==> src/rtl/rstseq_pkg.sv <==
package rstseq_pkg;

  typedef enum logic [1:0] {
    ST_IDLE  = 2'd0,
    ST_ARMED = 2'd1,
    ST_PULSE = 2'd2
  } seq_state_e;

  typedef enum logic {
    KIND_SOFT = 1'b0,
    KIND_HARD = 1'b1
  } rst_kind_e;

  // Data bit choosing the reset kind, and the bit that must rise to trigger.
  localparam int SEL_BIT  = 1;
  localparam int TRIG_BIT = 2;

  function automatic logic [7:0] arm_code(input rst_kind_e k);
    return (k == KIND_HARD) ? 8'(1 << SEL_BIT) : 8'h00;
  endfunction

  function automatic logic [7:0] fire_code(input rst_kind_e k);
    return arm_code(k) | 8'(1 << TRIG_BIT);
  endfunction

endpackage

==> src/rtl/rstseq_decode.sv <==
module rstseq_decode
  import rstseq_pkg::*;
#(
  parameter int          ADDR_W    = 32,
  parameter int          DATA_W    = 32,
  parameter logic [31:0] ARM_ADDR  = 32'hFFFF_FFF0,
  parameter logic [31:0] FIRE_ADDR = 32'hFFFF_FFF4,
  parameter bit          SOFT_EN   = 1'b1
) (
  input  logic              wr_en,
  input  logic [ADDR_W-1:0] wr_addr,
  input  logic [DATA_W-1:0] wr_data,
  output logic              arm_hit,
  output rst_kind_e         arm_kind,
  output logic              fire_hard,
  output logic              fire_soft
);

  localparam logic [DATA_W-1:0] ARM_HARD_D  = DATA_W'(arm_code(KIND_HARD));
  localparam logic [DATA_W-1:0] ARM_SOFT_D  = DATA_W'(arm_code(KIND_SOFT));
  localparam logic [DATA_W-1:0] FIRE_HARD_D = DATA_W'(fire_code(KIND_HARD));
  localparam logic [DATA_W-1:0] FIRE_SOFT_D = DATA_W'(fire_code(KIND_SOFT));

  logic at_arm, at_fire;
  logic soft_arm_ok, soft_fire_ok;

  assign at_arm  = wr_en && (wr_addr == ADDR_W'(ARM_ADDR));
  assign at_fire = wr_en && (wr_addr == ADDR_W'(FIRE_ADDR));

  generate
    if (SOFT_EN) begin : g_soft
      assign soft_arm_ok  = (wr_data == ARM_SOFT_D);
      assign soft_fire_ok = (wr_data == FIRE_SOFT_D);
    end else begin : g_nosoft
      assign soft_arm_ok  = 1'b0;
      assign soft_fire_ok = 1'b0;
    end
  endgenerate

  assign arm_hit   = at_arm && ((wr_data == ARM_HARD_D) || soft_arm_ok);
  assign arm_kind  = wr_data[SEL_BIT] ? KIND_HARD : KIND_SOFT;
  assign fire_hard = at_fire && (wr_data == FIRE_HARD_D);
  assign fire_soft = at_fire && soft_fire_ok;

endmodule

==> src/rtl/rstseq_timer.sv <==
module rstseq_timer #(
  parameter int PULSE_CYCLES = 16
) (
  input  logic clk,
  input  logic por_n,
  input  logic start,
  input  logic active,
  output logic done
);

  localparam int CNT_W = $clog2(PULSE_CYCLES + 1);

  logic [CNT_W-1:0] cnt_q;

  always_ff @(posedge clk or negedge por_n) begin
    if (!por_n)               cnt_q <= '0;
    else if (start)           cnt_q <= CNT_W'(PULSE_CYCLES - 1);
    else if (cnt_q != '0)     cnt_q <= cnt_q - CNT_W'(1);
  end

  assign done = (cnt_q == '0);

  // the pulse counter steps down once per cycle while the pulse runs
  p_tick_r7: assert property (@(posedge clk) disable iff (!por_n)
    active && !start && !done |=> cnt_q == $past(cnt_q) - CNT_W'(1));

endmodule

==> src/rtl/rstseq_fsm.sv <==
module rstseq_fsm
  import rstseq_pkg::*;
(
  input  logic       clk,
  input  logic       por_n,
  input  logic       wr_en,
  input  logic       arm_hit,
  input  rst_kind_e  arm_kind,
  input  logic       fire_hard,
  input  logic       fire_soft,
  input  logic       pulse_done,
  output seq_state_e state,
  output rst_kind_e  kind,
  output logic       pulse_start
);

  seq_state_e state_d;
  rst_kind_e  kind_d;
  logic       completes;

  assign completes   = (kind == KIND_HARD) ? fire_hard : fire_soft;
  assign pulse_start = (state == ST_ARMED) && completes;

  always_comb begin
    state_d = state;
    kind_d  = kind;
    unique case (state)
      ST_IDLE: if (arm_hit) begin
        state_d = ST_ARMED;
        kind_d  = arm_kind;
      end
      ST_ARMED: if (wr_en) state_d = completes ? ST_PULSE : ST_IDLE;
      ST_PULSE: if (pulse_done) state_d = ST_IDLE;
      default:  state_d = ST_IDLE;
    endcase
  end

  always_ff @(posedge clk or negedge por_n) begin
    if (!por_n) begin
      state <= ST_IDLE;
      kind  <= KIND_SOFT;
    end else begin
      state <= state_d;
      kind  <= kind_d;
    end
  end

  // a qualifying first write arms
  p_arm_r1: assert property (@(posedge clk) disable iff (!por_n)
    state == ST_IDLE && arm_hit |=> state == ST_ARMED);
  // the matching second write starts the pulse
  p_fire_r2: assert property (@(posedge clk) disable iff (!por_n)
    state == ST_ARMED && ((kind == KIND_HARD && fire_hard) || (kind == KIND_SOFT && fire_soft))
    |=> state == ST_PULSE);
  // any other write while armed drops back to idle
  p_break_r5: assert property (@(posedge clk) disable iff (!por_n)
    state == ST_ARMED && wr_en && !fire_hard && !fire_soft |=> state == ST_IDLE);
  // a fire write from idle never starts a pulse
  p_noorder_r6: assert property (@(posedge clk) disable iff (!por_n)
    state == ST_IDLE && (fire_hard || fire_soft) |=> state != ST_PULSE);
  // writes during a running pulse neither end it nor change its kind
  p_ignore_r8: assert property (@(posedge clk) disable iff (!por_n)
    state == ST_PULSE && !pulse_done |=> state == ST_PULSE && $stable(kind));
  // the pulse ends when the timer expires
  p_end_r7: assert property (@(posedge clk) disable iff (!por_n)
    state == ST_PULSE && pulse_done |=> state == ST_IDLE);

endmodule

==> src/rtl/rstseq_top.sv <==
module rstseq_top
  import rstseq_pkg::*;
#(
  parameter int          ADDR_W       = 32,
  parameter int          DATA_W       = 32,
  parameter logic [31:0] ARM_ADDR     = 32'hFFFF_FFF0,
  parameter logic [31:0] FIRE_ADDR    = 32'hFFFF_FFF4,
  parameter int          PULSE_CYCLES = 16,
  parameter bit          SOFT_EN      = 1'b1
) (
  input  logic              clk,
  input  logic              por_n,
  input  logic              wr_en,
  input  logic [ADDR_W-1:0] wr_addr,
  input  logic [DATA_W-1:0] wr_data,
  output logic              cpu_rst,
  output logic              bus_rst_n,
  output logic              drv_rst,
  output logic              cpu_init
);

  logic       arm_hit, fire_hard, fire_soft;
  rst_kind_e  arm_kind, kind;
  seq_state_e state;
  logic       pulse_start, pulse_done, pulsing;

  rstseq_decode #(
    .ADDR_W(ADDR_W), .DATA_W(DATA_W), .ARM_ADDR(ARM_ADDR),
    .FIRE_ADDR(FIRE_ADDR), .SOFT_EN(SOFT_EN)
  ) u_decode (
    .wr_en(wr_en), .wr_addr(wr_addr), .wr_data(wr_data),
    .arm_hit(arm_hit), .arm_kind(arm_kind),
    .fire_hard(fire_hard), .fire_soft(fire_soft)
  );

  rstseq_fsm u_fsm (
    .clk(clk), .por_n(por_n), .wr_en(wr_en),
    .arm_hit(arm_hit), .arm_kind(arm_kind),
    .fire_hard(fire_hard), .fire_soft(fire_soft),
    .pulse_done(pulse_done),
    .state(state), .kind(kind), .pulse_start(pulse_start)
  );

  rstseq_timer #(.PULSE_CYCLES(PULSE_CYCLES)) u_timer (
    .clk(clk), .por_n(por_n), .start(pulse_start),
    .active(pulsing), .done(pulse_done)
  );

  assign pulsing   = (state == ST_PULSE);
  assign cpu_rst   = pulsing && (kind == KIND_HARD);
  assign drv_rst   = pulsing && (kind == KIND_HARD);
  assign bus_rst_n = !(pulsing && (kind == KIND_HARD));
  assign cpu_init  = pulsing && (kind == KIND_SOFT);

  // outputs are released on the first cycle after power-on reset
  p_por_quiet_r9: assert property (@(posedge clk) disable iff (!por_n)
    $rose(por_n) |-> !cpu_rst && bus_rst_n && !drv_rst && !cpu_init);

endmodule

==> config.mk <==
export PLATFORM = sky130hd
export DESIGN_NAME = rstseq_top
export DESIGN_NICKNAME = d
export VERILOG_FILES = /design/src/rtl/rstseq_pkg.sv /design/src/rtl/rstseq_decode.sv /design/src/rtl/rstseq_timer.sv /design/src/rtl/rstseq_fsm.sv /design/src/rtl/rstseq_top.sv
export SDC_FILE = /design/constraint.sdc
export NUM_CORES = 1
export LEC_CHECK = 0
export CAP_MARGIN = 20
export CORE_MARGIN = 4
export CORE_UTILIZATION = 29
export DETAILED_ROUTE_END_ITERATION = 8
export GPL_ROUTABILITY_DRIVEN = 0
export MAX_ROUTING_LAYER = met4
export PLACE_DENSITY = 0.85
export SYNTH_ARGS = -nofsm -noshare
export SYNTH_HDL_FRONTEND = slang
export SYNTH_HIERARCHICAL = 1
export SYNTH_SLANG_ARGS = --single-unit
==> constraint.sdc <==
create_clock -name clk -period 3.5 [get_ports clk]
set_input_delay 0.525 -clock clk [delete_from_list [all_inputs] [get_ports clk]]
set_output_delay 0.525 -clock clk [all_outputs]
set_load 0.01 [all_outputs]
* Word-level counts from Yosys, hierarchy flattened
Index checks and enable logic that the tools add are counted.
** Operators by class
- Add/subtract/negate cells :: 1
- Equal/unequal tests :: 10
- Muxes and demuxes :: 9
- Bitwise operators :: 1
- Reduce and logical (&&, ||, !) cells :: 17
** Operators by type and width (count)
- equality test 32 x 3 -> 1 bit (second input constant) :: 2
- equality test 32 bit (second input constant) :: 2
- equality test 32 x 2 -> 1 bit (second input constant) :: 1
- zero test 32 bit :: 1
- two-way mux 5 bit :: 2
- logical AND 1 bit :: 8
- two-way mux 2 bit :: 4
- != test 2 bit (second input constant) :: 3
- one-hot mux 2 bit (3 select lines) :: 1
- zero test 5 bit :: 1
- nonzero test 5 bit :: 1
- subtractor 5 x 1 -> 5 bit (second input constant) :: 1
- AND reduction 3 bit :: 1
- equality test 2 x 1 -> 1 bit (second input constant) :: 1
- equality test 2 bit (second input constant) :: 1
- zero test 2 bit :: 1
- two-way mux 1 bit :: 2
- AND reduction 2 bit :: 1
- nonzero test 2 bit :: 1
- zero test 1 bit :: 1
- logical OR 1 bit :: 1
- inverter 1 bit :: 1
** Word-level totals
- Register bits after elaboration :: 8
- Input bits :: 67

* Longest topological paths before layout
- Word-level depth :: 7
- Gate-level depth with buffers :: 8
- Gate-level depth less buffers :: 8

* Hierarchy
The synthesis kept the hierarchy.
** Modules (own cells, without submodules)
- rstseq_timer :: instances 1, cells an instance 22, area each 252.7 um2, seq. area each 125.1 um2
- rstseq_decode :: instances 1, cells an instance 27, area each 183.9 um2, seq. area each 0.0 um2
- rstseq_fsm :: instances 1, cells an instance 12, area each 142.6 um2, seq. area each 75.1 um2
- rstseq_top :: instances 1, cells an instance 5, area each 42.5 um2, seq. area each 0.0 um2

* Worst setup path after synthesis
OpenSTA, ideal clock, no wires.
- Kind :: input to register
- From :: input wr_data[7]
- To :: register u_timer.cnt_q[4]
- Library setup time :: 0.128 ns
- Arrival :: 2.282 ns
- Required time :: 3.372 ns
- Slack :: 1.090 ns
- Cell stages on the path :: 8
- Cells stage by stage :: or4b_1 nor4_1 nand4_1 nor3_2 mux2i_1 nor3b_1 inv_1 o311a_2
** On the way
- Word-level cells in the longest chain between the ends :: 5
** Ends and longest elaborated chain
- from (decl) :: RTL line rstseq_top.sv:15 : input logic [DATA_W-1:0] wr_data,
- equality test 32 x 3 -> 1 bit (*) :: RTL line rstseq_decode.sv:33 : assign soft_fire_ok = (wr_data == FIRE_SOFT_D);
- logical AND 1 bit (*) :: RTL line rstseq_decode.sv:43 : assign fire_soft = at_fire && soft_fire_ok;
- net fire_soft :: RTL line rstseq_top.sv:22 : logic arm_hit, fire_hard, fire_soft;
- two-way mux 1 bit (*) :: RTL line rstseq_fsm.sv:21 : assign completes = (kind == KIND_HARD) ? fire_hard : fire_soft;
- logical AND 1 bit (*) :: RTL line rstseq_fsm.sv:22 : assign pulse_start = (state == ST_ARMED) && completes;
- net pulse_start :: RTL line rstseq_top.sv:25 : logic pulse_start, pulse_done, pulsing;
- two-way mux 5 bit or nonzero test 2 bit (tied branches)
- to (signal assigned) :: RTL line rstseq_timer.sv:17 : else if (start) cnt_q <= CNT_W'(PULSE_CYCLES - 1);
- to (signal assigned) :: RTL line rstseq_timer.sv:18 : else if (cnt_q != '0) cnt_q <= cnt_q - CNT_W'(1);
- to (decl) :: RTL line rstseq_timer.sv:13 : logic [CNT_W-1:0] cnt_q;
Mark *: on every way through the listed nets, which the timed path passes. The rest lies on a longest branch.
A chain may end at the register's enable or synchronous reset.

* Worst setup path after layout
- From :: input wr_data[7]
- To :: register u_timer.cnt_q[1]
The elaborated chain is that of the path after synthesis.

==> impl_metrics.tcl <==
set metrics [dict create \
    clkSinkCount 8 \
    fp-row-count 16 \
    finalPower_uw 238.4 \
    clk_latency_ns 0.25 \
    cts_root_buf "clkbuf_4" \
    drt_iter0_drc 4 \
    intPower_uw 198.2 \
    dr_total_vias 822 \
    max_slew.worst_pin.slew_ns 0.4224 \
    powerDensity_nw_per_um2 175.6 \
    track_usage_pct 16.83 \
    vdd_ir_drop_max_mv 0.09619 \
    slew_headroom_pct 71.78 \
    die_width_um 54.08 \
    ctsHoldBuffers 0 \
    numCtsBuffers 3 \
    cp_data_required_time_ns 3.66 \
    max_freq_mhz 359.4 \
    drive_above_1_share_pct 5.882 \
    wl_mm 2.235 \
    power_frac_seq_pct 38.9 \
    finalSetupViolCount 0 \
    startpoint "wr_data[7]" \
    critPathLaunchType "input port" \
    io-pin-count 71 \
    die_h_um 54.08 \
    max-cap-violations 0 \
    ctsResizeCount 0 \
    viasPerCell 5.043 \
    area_growth_syn_to_layout_pct 120.5 \
    wire_per_inst_um 13.71 \
    cts_setup_buffers 0 \
    drv_slew 0 \
    antenna_found_initial 0 \
    grt_max_degree 10 \
    power.switching_uw 40.24 \
    rsz0062_at_grt "no" \
    syn-num-nets 133 \
    clk_path_buf_depth 2 \
    layout.filler_cells 150 \
    die_area_um2 2924 \
    period_share_pct 79.50 \
    synth_area_um2 615.6 \
    first_pass_iters 4 \
    diodes 0 \
    outcome "finished clean" \
    r2r_start "u_fsm/kind$_DFFE_PN0P_" \
    start_util_pct 31.06 \
    pwr-share-comb_pct 33.6 \
    reg2regPathDepth 4 \
    fin_setup_tns_ns 0 \
    critPathArrivalTime_ns 2.94 \
    m1WireLength_um 757 \
    final.min_clock_period_ns 2.782 \
    antenna_left 0 \
    drc_errors 0 \
    leakagePower_uw 0.0005250 \
    clkPwrFrac_pct 27.5 \
    crit_type "input port to flip-flop" \
    sw_frac_of_total_pct 16.88 \
    dr_wl_met3_um 270 \
    end_kind "flip-flop" \
    avgSynthCellArea_um2 9.471 \
    yosysWarningCount 6 \
    numPortBuffers 70 \
    multiInputGateArea_um2 385.4 \
    timing.rr.end "u_timer/cnt_q[1]$_DFFE_PN0P_" \
    final-seq-area_um2 200.2 \
    tritoncts "yes" \
    path_clk_slew_ns 0.05 \
    final_common_cell "clkdlybuf4s50_1" \
    crit_path_end "u_timer/cnt_q[1]$_DFFE_PN0P_" \
    detailed_place_hpwl_mm 2.138 \
    syn_inst 65 \
    hp-class "input port to asynchronous set/reset pin" \
    top_layer_used "met4" \
    htree_levels 1 \
    fin_skew_ns 0.005217 \
    hold_viol 0 \
    wl_met2_mm 1.177 \
    grt_pass1_wl_mm 3.387 \
    core_area_um2 1982 \
    final_cell_mix "70 x clkdlybuf4s50_1, 8 x dfrtp_1, 7 x nor4_1" \
    layout.nets 206 \
    worstPathMaxFanout 4 \
    r2r_setup_slack_ns 2.10 \
    overflow 0 \
    grt_pass1_vias 866 \
]
sequential cells by signal (all words and copies together), names as in the netlist:
register and count:
u_fsm/kind 1, u_timer/cnt_q 5, u_fsm/state 2
layer usage:
layer  vias to the layer above  global-route usage (%)
met1                       368                   16.31
met3                         4                   7.479
met5                         -                       -
met4                         0                   6.224
met2                        44                   29.44
li1                        406                       -
critical path: stages:
cell             delay (ns)
clkdlybuf4s50_1        0.39
or4b_1                 0.51
nor4_1                 0.30
nand4_1                0.21
nor3_2                 0.19
mux2i_1                0.10
nor3b_1                0.39
inv_1                  0.15
a31oi_1                0.19
worst min path at each step:
stage / from / endpoint / slack (ns) / depth (start not counted)
final: por_n / u_timer/cnt_q[3]$_DFFE_PN0P_ / 0.55 / 1
after global routing: por_n / u_timer/cnt_q[2]$_DFFE_PN0P_ / 0.57 / 1
after CTS: por_n / u_timer/cnt_q[2]$_DFFE_PN0P_ / 0.56 / 1
after detailed placement: u_timer/cnt_q[1]$_DFFE_PN0P_ / u_timer/cnt_q[1]$_DFFE_PN0P_ / 0.56 / 2
after global placement: u_timer/cnt_q[1]$_DFFE_PN0P_ / u_timer/cnt_q[1]$_DFFE_PN0P_ / 0.53 / 2
after floorplan: por_n / u_fsm/kind$_DFFE_PN0P_ / 0.23 / 0
power groups by stage:
| stage | logic (µW) | clock network (µW) | registers [µW] |
|---|---|---|---|
| after floorplan | 5.32 | 0 | 94.2 |
| after global placement | 79.2 | 0 | 94.2 |
| after detailed placement | 80.9 | 0 | 94.2 |
| after CTS | 81.1 | 68.7 | 92.7 |
| after global routing | 85.5 | 73.7 | 92.5 |
| final | 80.1 | 65.6 | 92.7 |
layout make-up:
type                            instances  share of cell area [%]
Multi-Input combinational cell         51                   28.39
Timing Repair Buffer                   70                   51.61
Clock buffer                            3                   1.659
Tap cell                               27                   2.488
Sequential cell                         8                   14.75
Inverter                                4                   1.106
through the flow:
stage               setup WS, ns  cells  utilization [%]  area [µm²]  hold slack [ns]
finish                    0.7176    163            68.50        1358           0.5509
global route              0.4149    163            68.50        1358           0.5676
CTS                       0.7097    163            68.50        1358           0.5565
detailed placement        0.4658    160            67.36        1335           0.5616
global placement          0.4630    160            67.36        1335           0.5315
floorplan                  1.090     65                -       615.6           0.2294
Note: power is estimated with default switching activity, not from simulation.
